## src/rtl/supply_switch_ctrl.sv

```systemverilog
module supply_switch_ctrl #(
  parameter int BF_TICKS  = 1000,
  parameter int FB_TICKS  = 10000,
  parameter int RST_TICKS = 16
) (
  input  logic       clk,
  input  logic       por_n,
  input  logic       tick,
  input  logic       coil_above_on,
  input  logic       coil_below_off,
  input  logic       cmd_valid,
  input  logic [7:0] cmd_byte,
  input  logic       rst_line_in,
  output logic       rst_line_oe,
  output logic       supply_field,
  output logic       field_wake
);
  localparam int MAXD = (BF_TICKS > FB_TICKS) ? BF_TICKS : FB_TICKS;
  localparam int CW   = $clog2(MAXD + 1);
  localparam int RW   = $clog2(RST_TICKS + 1);
  localparam logic [CW-1:0] BF_LAST = CW'(BF_TICKS - 1);
  localparam logic [CW-1:0] FB_LAST = CW'(FB_TICKS - 1);
  localparam logic [RW-1:0] RST_LOAD = RW'(RST_TICKS);

  logic [CW-1:0] qual_q;
  logic [RW-1:0] rpulse_q;
  logic          auto_en_q;

  logic mode_cmd, ext_rst, qual_in, force_batt, at_last, fall;

  assign mode_cmd   = cmd_valid && (cmd_byte[7:6] == 2'b11) && (cmd_byte[2:0] == 3'b111);
  assign rst_line_oe = (rpulse_q != '0);
  assign ext_rst    = !rst_line_in && !rst_line_oe;
  assign qual_in    = supply_field ? coil_below_off : (coil_above_on && auto_en_q);
  assign force_batt = supply_field && !auto_en_q;
  assign at_last    = (qual_q == (supply_field ? FB_LAST : BF_LAST));
  assign fall       = supply_field && !ext_rst &&
                      (force_batt || (qual_in && tick && at_last));

  always_ff @(posedge clk or negedge por_n) begin
    if (!por_n)        auto_en_q <= 1'b1;
    else if (mode_cmd) auto_en_q <= cmd_byte[3];
  end

  always_ff @(posedge clk or negedge por_n) begin
    if (!por_n) begin
      supply_field <= 1'b0;
      qual_q       <= '0;
      field_wake   <= 1'b0;
    end else begin
      field_wake <= 1'b0;
      if (ext_rst || force_batt) begin
        supply_field <= 1'b0;
        qual_q       <= '0;
      end else if (!qual_in) begin
        qual_q <= '0;
      end else if (tick) begin
        if (at_last) begin
          supply_field <= !supply_field;
          field_wake   <= !supply_field;
          qual_q       <= '0;
        end else begin
          qual_q <= qual_q + 1'b1;
        end
      end
    end
  end

  always_ff @(posedge clk or negedge por_n) begin
    if (!por_n)                       rpulse_q <= '0;
    else if (fall)                    rpulse_q <= RST_LOAD;
    else if (tick && rst_line_oe)     rpulse_q <= rpulse_q - 1'b1;
  end
endmodule

```

## config.mk

```make
export PLATFORM = sky130hd
export DESIGN_NAME = supply_switch_ctrl
export DESIGN_NICKNAME = d
export VERILOG_FILES = /design/src/rtl/supply_switch_ctrl.sv
export SDC_FILE = /design/constraint.sdc
export NUM_CORES = 1
export LEC_CHECK = 0
export BUFFER_PORTS_ARGS = -buffer_cell sky130_fd_sc_hd__buf_2
export CAP_MARGIN = 20
export CORE_UTILIZATION = 40
export CTS_CLUSTER_DIAMETER = 150
export DETAILED_ROUTE_END_ITERATION = 6
export GPL_ROUTABILITY_DRIVEN = 0
export PLACE_DENSITY_LB_ADDON = 0.15
export SYNTH_ARGS = -nofsm -noshare
export SYNTH_HDL_FRONTEND = slang
export SYNTH_SLANG_ARGS = --single-unit
```

## constraint.sdc

```tcl
create_clock -name clk -period 2.5 [get_ports clk]
set_input_delay 0.25 -clock clk [delete_from_list [all_inputs] [get_ports clk]]
set_output_delay 0.25 -clock clk [all_outputs]
set_load 0.005 [all_outputs]
```

==> flow_metrics.tcl <==
set metrics [dict create \
    p_leak_nw 0.635 \
    antenna_found_initial 0 \
    setup_viol 0 \
    final_nets 179 \
    timing.hold.ws_ns 0.163 \
    ant_nets 0 \
    antenna_cells 0 \
    cts_resized 0 \
    crit_path_start_kind "flop" \
    hold_viol_final 0 \
    fin_util_pct 50.3 \
    fp-row-count 19 \
    die_x_um 58.1 \
    drive_gt1_share_pct 17.4 \
    fin_tns_setup_ns 0 \
    grt_pass1_vias 1017 \
    h-tree-depth 1 \
    peakVddDrop_mv 0.349 \
    p_clk_share_pct 32.2 \
    netSwitchingPower_w 0.000143 \
    drt_pass1_iterations 6 \
    syn2layout_area_growth_pct 15.1 \
    dp.cells 198 \
    violations "DRC" \
    switching_share_pct 23.3 \
    dp_slack_ns 0.168 \
    final_max_slew_viol_count 0 \
    cap_viol_max_count 0 \
    cp.required_ns 2.73 \
    tightest_slew_ns 0.472 \
    rsz0062_at_grt "no" \
    netlist_area_um2 1260 \
    grt_max_degree 23 \
    fmax_ghz 0.428 \
    yosysWarnings 0 \
    synth-seq-area-share_pct 43.9 \
    clk_pin_slew_ns 0.12 \
    drt-total-wl_um 2660 \
    status "finished with violations" \
    port_buffers 15 \
    intPower_w 0.000471 \
    finalCriticalPeriod_ns 2.34 \
    initial_core_util_pct 43.7 \
    slew_headroom_pct 68.6 \
    clock_latency_ns 0.31 \
    cts_sinks 22 \
    vias 1063 \
    pwr-share-comb_pct 7.7 \
    critPathCaptureType "flop" \
    hold_path_startpoint "cmd_byte[3]" \
    clock-skew-final_ns 0.00751 \
    worstSetupPathType "reg2reg" \
    dieHeight_um 58.1 \
    cts_buffer_depth 2 \
    drcViolationCount 1 \
    rr_endpoint "qual_q[8]$_DFFE_PN0P_" \
    viasPerCell 5.24 \
    grtUsageTotal_pct 18.1 \
    hold_class "in2reg" \
    worstPathMaxFanout 3 \
    synthCells 141 \
    cts_tree "yes" \
    drtIter0Drc 31 \
    hold_depth 2 \
    gr-total-overflow 0 \
    power_density_nw_per_um2 424 \
    worst_ep_arrival_time_ns 2.57 \
    dp_hpwl_um 2010 \
    dieArea_um2 3370 \
    power_frac_seq_pct 60.1 \
    hold_end "auto_en_q$_DFFE_PN1P_" \
    synth_area_per_cell_um2 8.92 \
    clock-root-buffer "clkbuf_4" \
    coreArea_um2 2880 \
    r2r_start "rpulse_q[0]$_DFFE_PN0P_" \
    numCtsBuffers 3 \
    synth_cell_types 37 \
    reg2reg_depth 7 \
    r2r_slack_ns 0.16 \
    grt_pass1_wl_um 4640 \
    io-pin-count 18 \
    finalWorstSetupSlack_ns 0.161 \
    stdcell_count 203 \
    wire_per_inst_um 13.1 \
    fin_crit_sh_pct 93.5 \
    syn_nets 158 \
    ys_ff_latch 22 \
    postCtsSetupRepairBufs 0 \
]
==> synth_stat cells <==
cell type | number | share of area (%)
a211oi_1 | 1 | 0.60
a21o_1 | 3 | 1.8
a21oi_1 | 4 | 1.6
a22o_1 | 2 | 1.4
a31oi_1 | 1 | 0.50
and2_1 | 4 | 2.0
and3_1 | 2 | 0.99
buf_2 | 2 | 0.80
clkbuf_1 | 3 | 0.90
dfrtp_1 | 21 | 42
dfstp_2 | 1 | 2.1
ha_1 | 2 | 2.0
inv_1 | 5 | 1.5
mux2_2 | 2 | 1.8
nand2_1 | 12 | 3.6
nand3_1 | 10 | 4.0
nand3b_1 | 3 | 1.8
nand4_1 | 6 | 3.0
nand4b_1 | 1 | 0.70
nor2_1 | 18 | 5.4
nor3_1 | 7 | 2.8
nor3b_1 | 1 | 0.60
nor4_1 | 4 | 2.0
o2111a_1 | 1 | 0.90
o2111ai_1 | 1 | 0.70
o211ai_1 | 2 | 1.2
o21ai_0 | 3 | 1.2
o21ai_1 | 2 | 0.80
o31a_1 | 1 | 0.70
o31ai_1 | 1 | 0.60
or2_0 | 1 | 0.50
or3_4 | 1 | 0.90
or3b_1 | 1 | 0.70
or4_1 | 1 | 0.60
or4b_1 | 1 | 0.80
xnor2_1 | 6 | 4.2
xor2_1 | 4 | 2.8
==> repair_timing <==
item,4_1_cts,5_1_grt
endpoints found under the hold margin,21,0
endpoints found under the setup margin,0,0
hold buffers,1,0
==> power groups by stage <==
stage                     registers (W)  clock network (W)  logic [W]
after floorplan                0.000374                  0  0.0000207
after global placement         0.000376                  0  0.0000461
after detailed placement       0.000376                  0  0.0000471
after CTS                      0.000369           0.000206  0.0000485
after global routing           0.000370           0.000221  0.0000536
final                          0.000369           0.000197  0.0000474
==> area by class of cell <==
class,count,area [um2]
sequential,22,552
tap,42,52.6
multi-input combinational,109,666
inverter,5,18.8
clock buffer,4,36.3
fill,285,1430
timing repair buffer,21,123
==> flip-flops by register name (all words and copies together) (netlist names) <==
register,cells
rpulse_q,5
auto_en_q,1
supply_field,1
qual_q,14
field_wake,1
==> worst max-delay path by stage <==
| stage | startpoint | slack (ns) | cells past startpoint | to |
|---|---|---|---|---|
| 3_3_place_gp | rpulse_q[0]$_DFFE_PN0P_ | 0.20 | 7 | qual_q[8]$_DFFE_PN0P_ |
| 6_report | rpulse_q[0]$_DFFE_PN0P_ | 0.16 | 7 | qual_q[8]$_DFFE_PN0P_ |
| 3_5_place_dp | rpulse_q[0]$_DFFE_PN0P_ | 0.17 | 7 | qual_q[8]$_DFFE_PN0P_ |
| 4_1_cts | rpulse_q[0]$_DFFE_PN0P_ | 0.15 | 7 | qual_q[8]$_DFFE_PN0P_ |
| 2_1_floorplan | rpulse_q[0]$_DFFE_PN0P_ | 0.18 | 8 | qual_q[8]$_DFFE_PN0P_ |
| 5_1_grt | rpulse_q[0]$_DFFE_PN0P_ | 0.007 | 7 | qual_q[8]$_DFFE_PN0P_ |
==> through the flow <==
stage                     area, um2  total power [W]
after global routing           1450         0.000644
after global placement         1400         0.000422
after CTS                      1450         0.000623
final                          1450         0.000614
after floorplan                1260         0.000394
after detailed placement       1400         0.000423
==> critical path, cell delays in order, from the launching register on <==
cell,delay [ns]
dfrtp_1,0.42
inv_1,0.06
ha_1,0.18
or4b_1,0.48
o2111a_1,0.27
or3_4,0.38
or4_1,0.40
o31ai_1,0.08
==> per-layer routing <==
| layer | global-route usage (%) | routed length [um] |
|---|---|---|
| met1 | 25.2 | 1370 |
| met2 | 28.4 | 1200 |
| met3 | 4.69 | 69 |
| met4 | 4.08 | 18 |
| met5 | 0 | 0 |
==> placed cells by master, fill, tap and decap left out, drive strengths merged, types with 2 or more instances in the layout <==
master / Yosys / layout
and3: 2 / 2
o21ai: 5 / 5
nor3: 7 / 7
xnor2: 6 / 6
a22o: 2 / 2
o211ai: 2 / 2
inv: 5 / 5
ha: 2 / 2
nor2: 18 / 18
nand3b: 3 / 3
a21oi: 4 / 4
buf: 2 / 20
mux2: 2 / 2
nand2: 12 / 12
clkbuf: 3 / 4
and2: 4 / 4
nand4: 6 / 6
nor4: 4 / 4
xor2: 4 / 4
a21o: 3 / 3
nand3: 10 / 10
dfrtp: 21 / 21
==> cells by family after synthesis <==
logic type      after synthesis  share of synthesized area [%]
simple gates                 73                           30.2
compound gates               22                           11.9
flops                        22                           43.9
xor+xnor                     10                           6.96
buf+inv                      10                           3.18
mux                           2                           1.79
fa+ha+maj                     2                           1.99
Power figures use the tool's default switching activity.
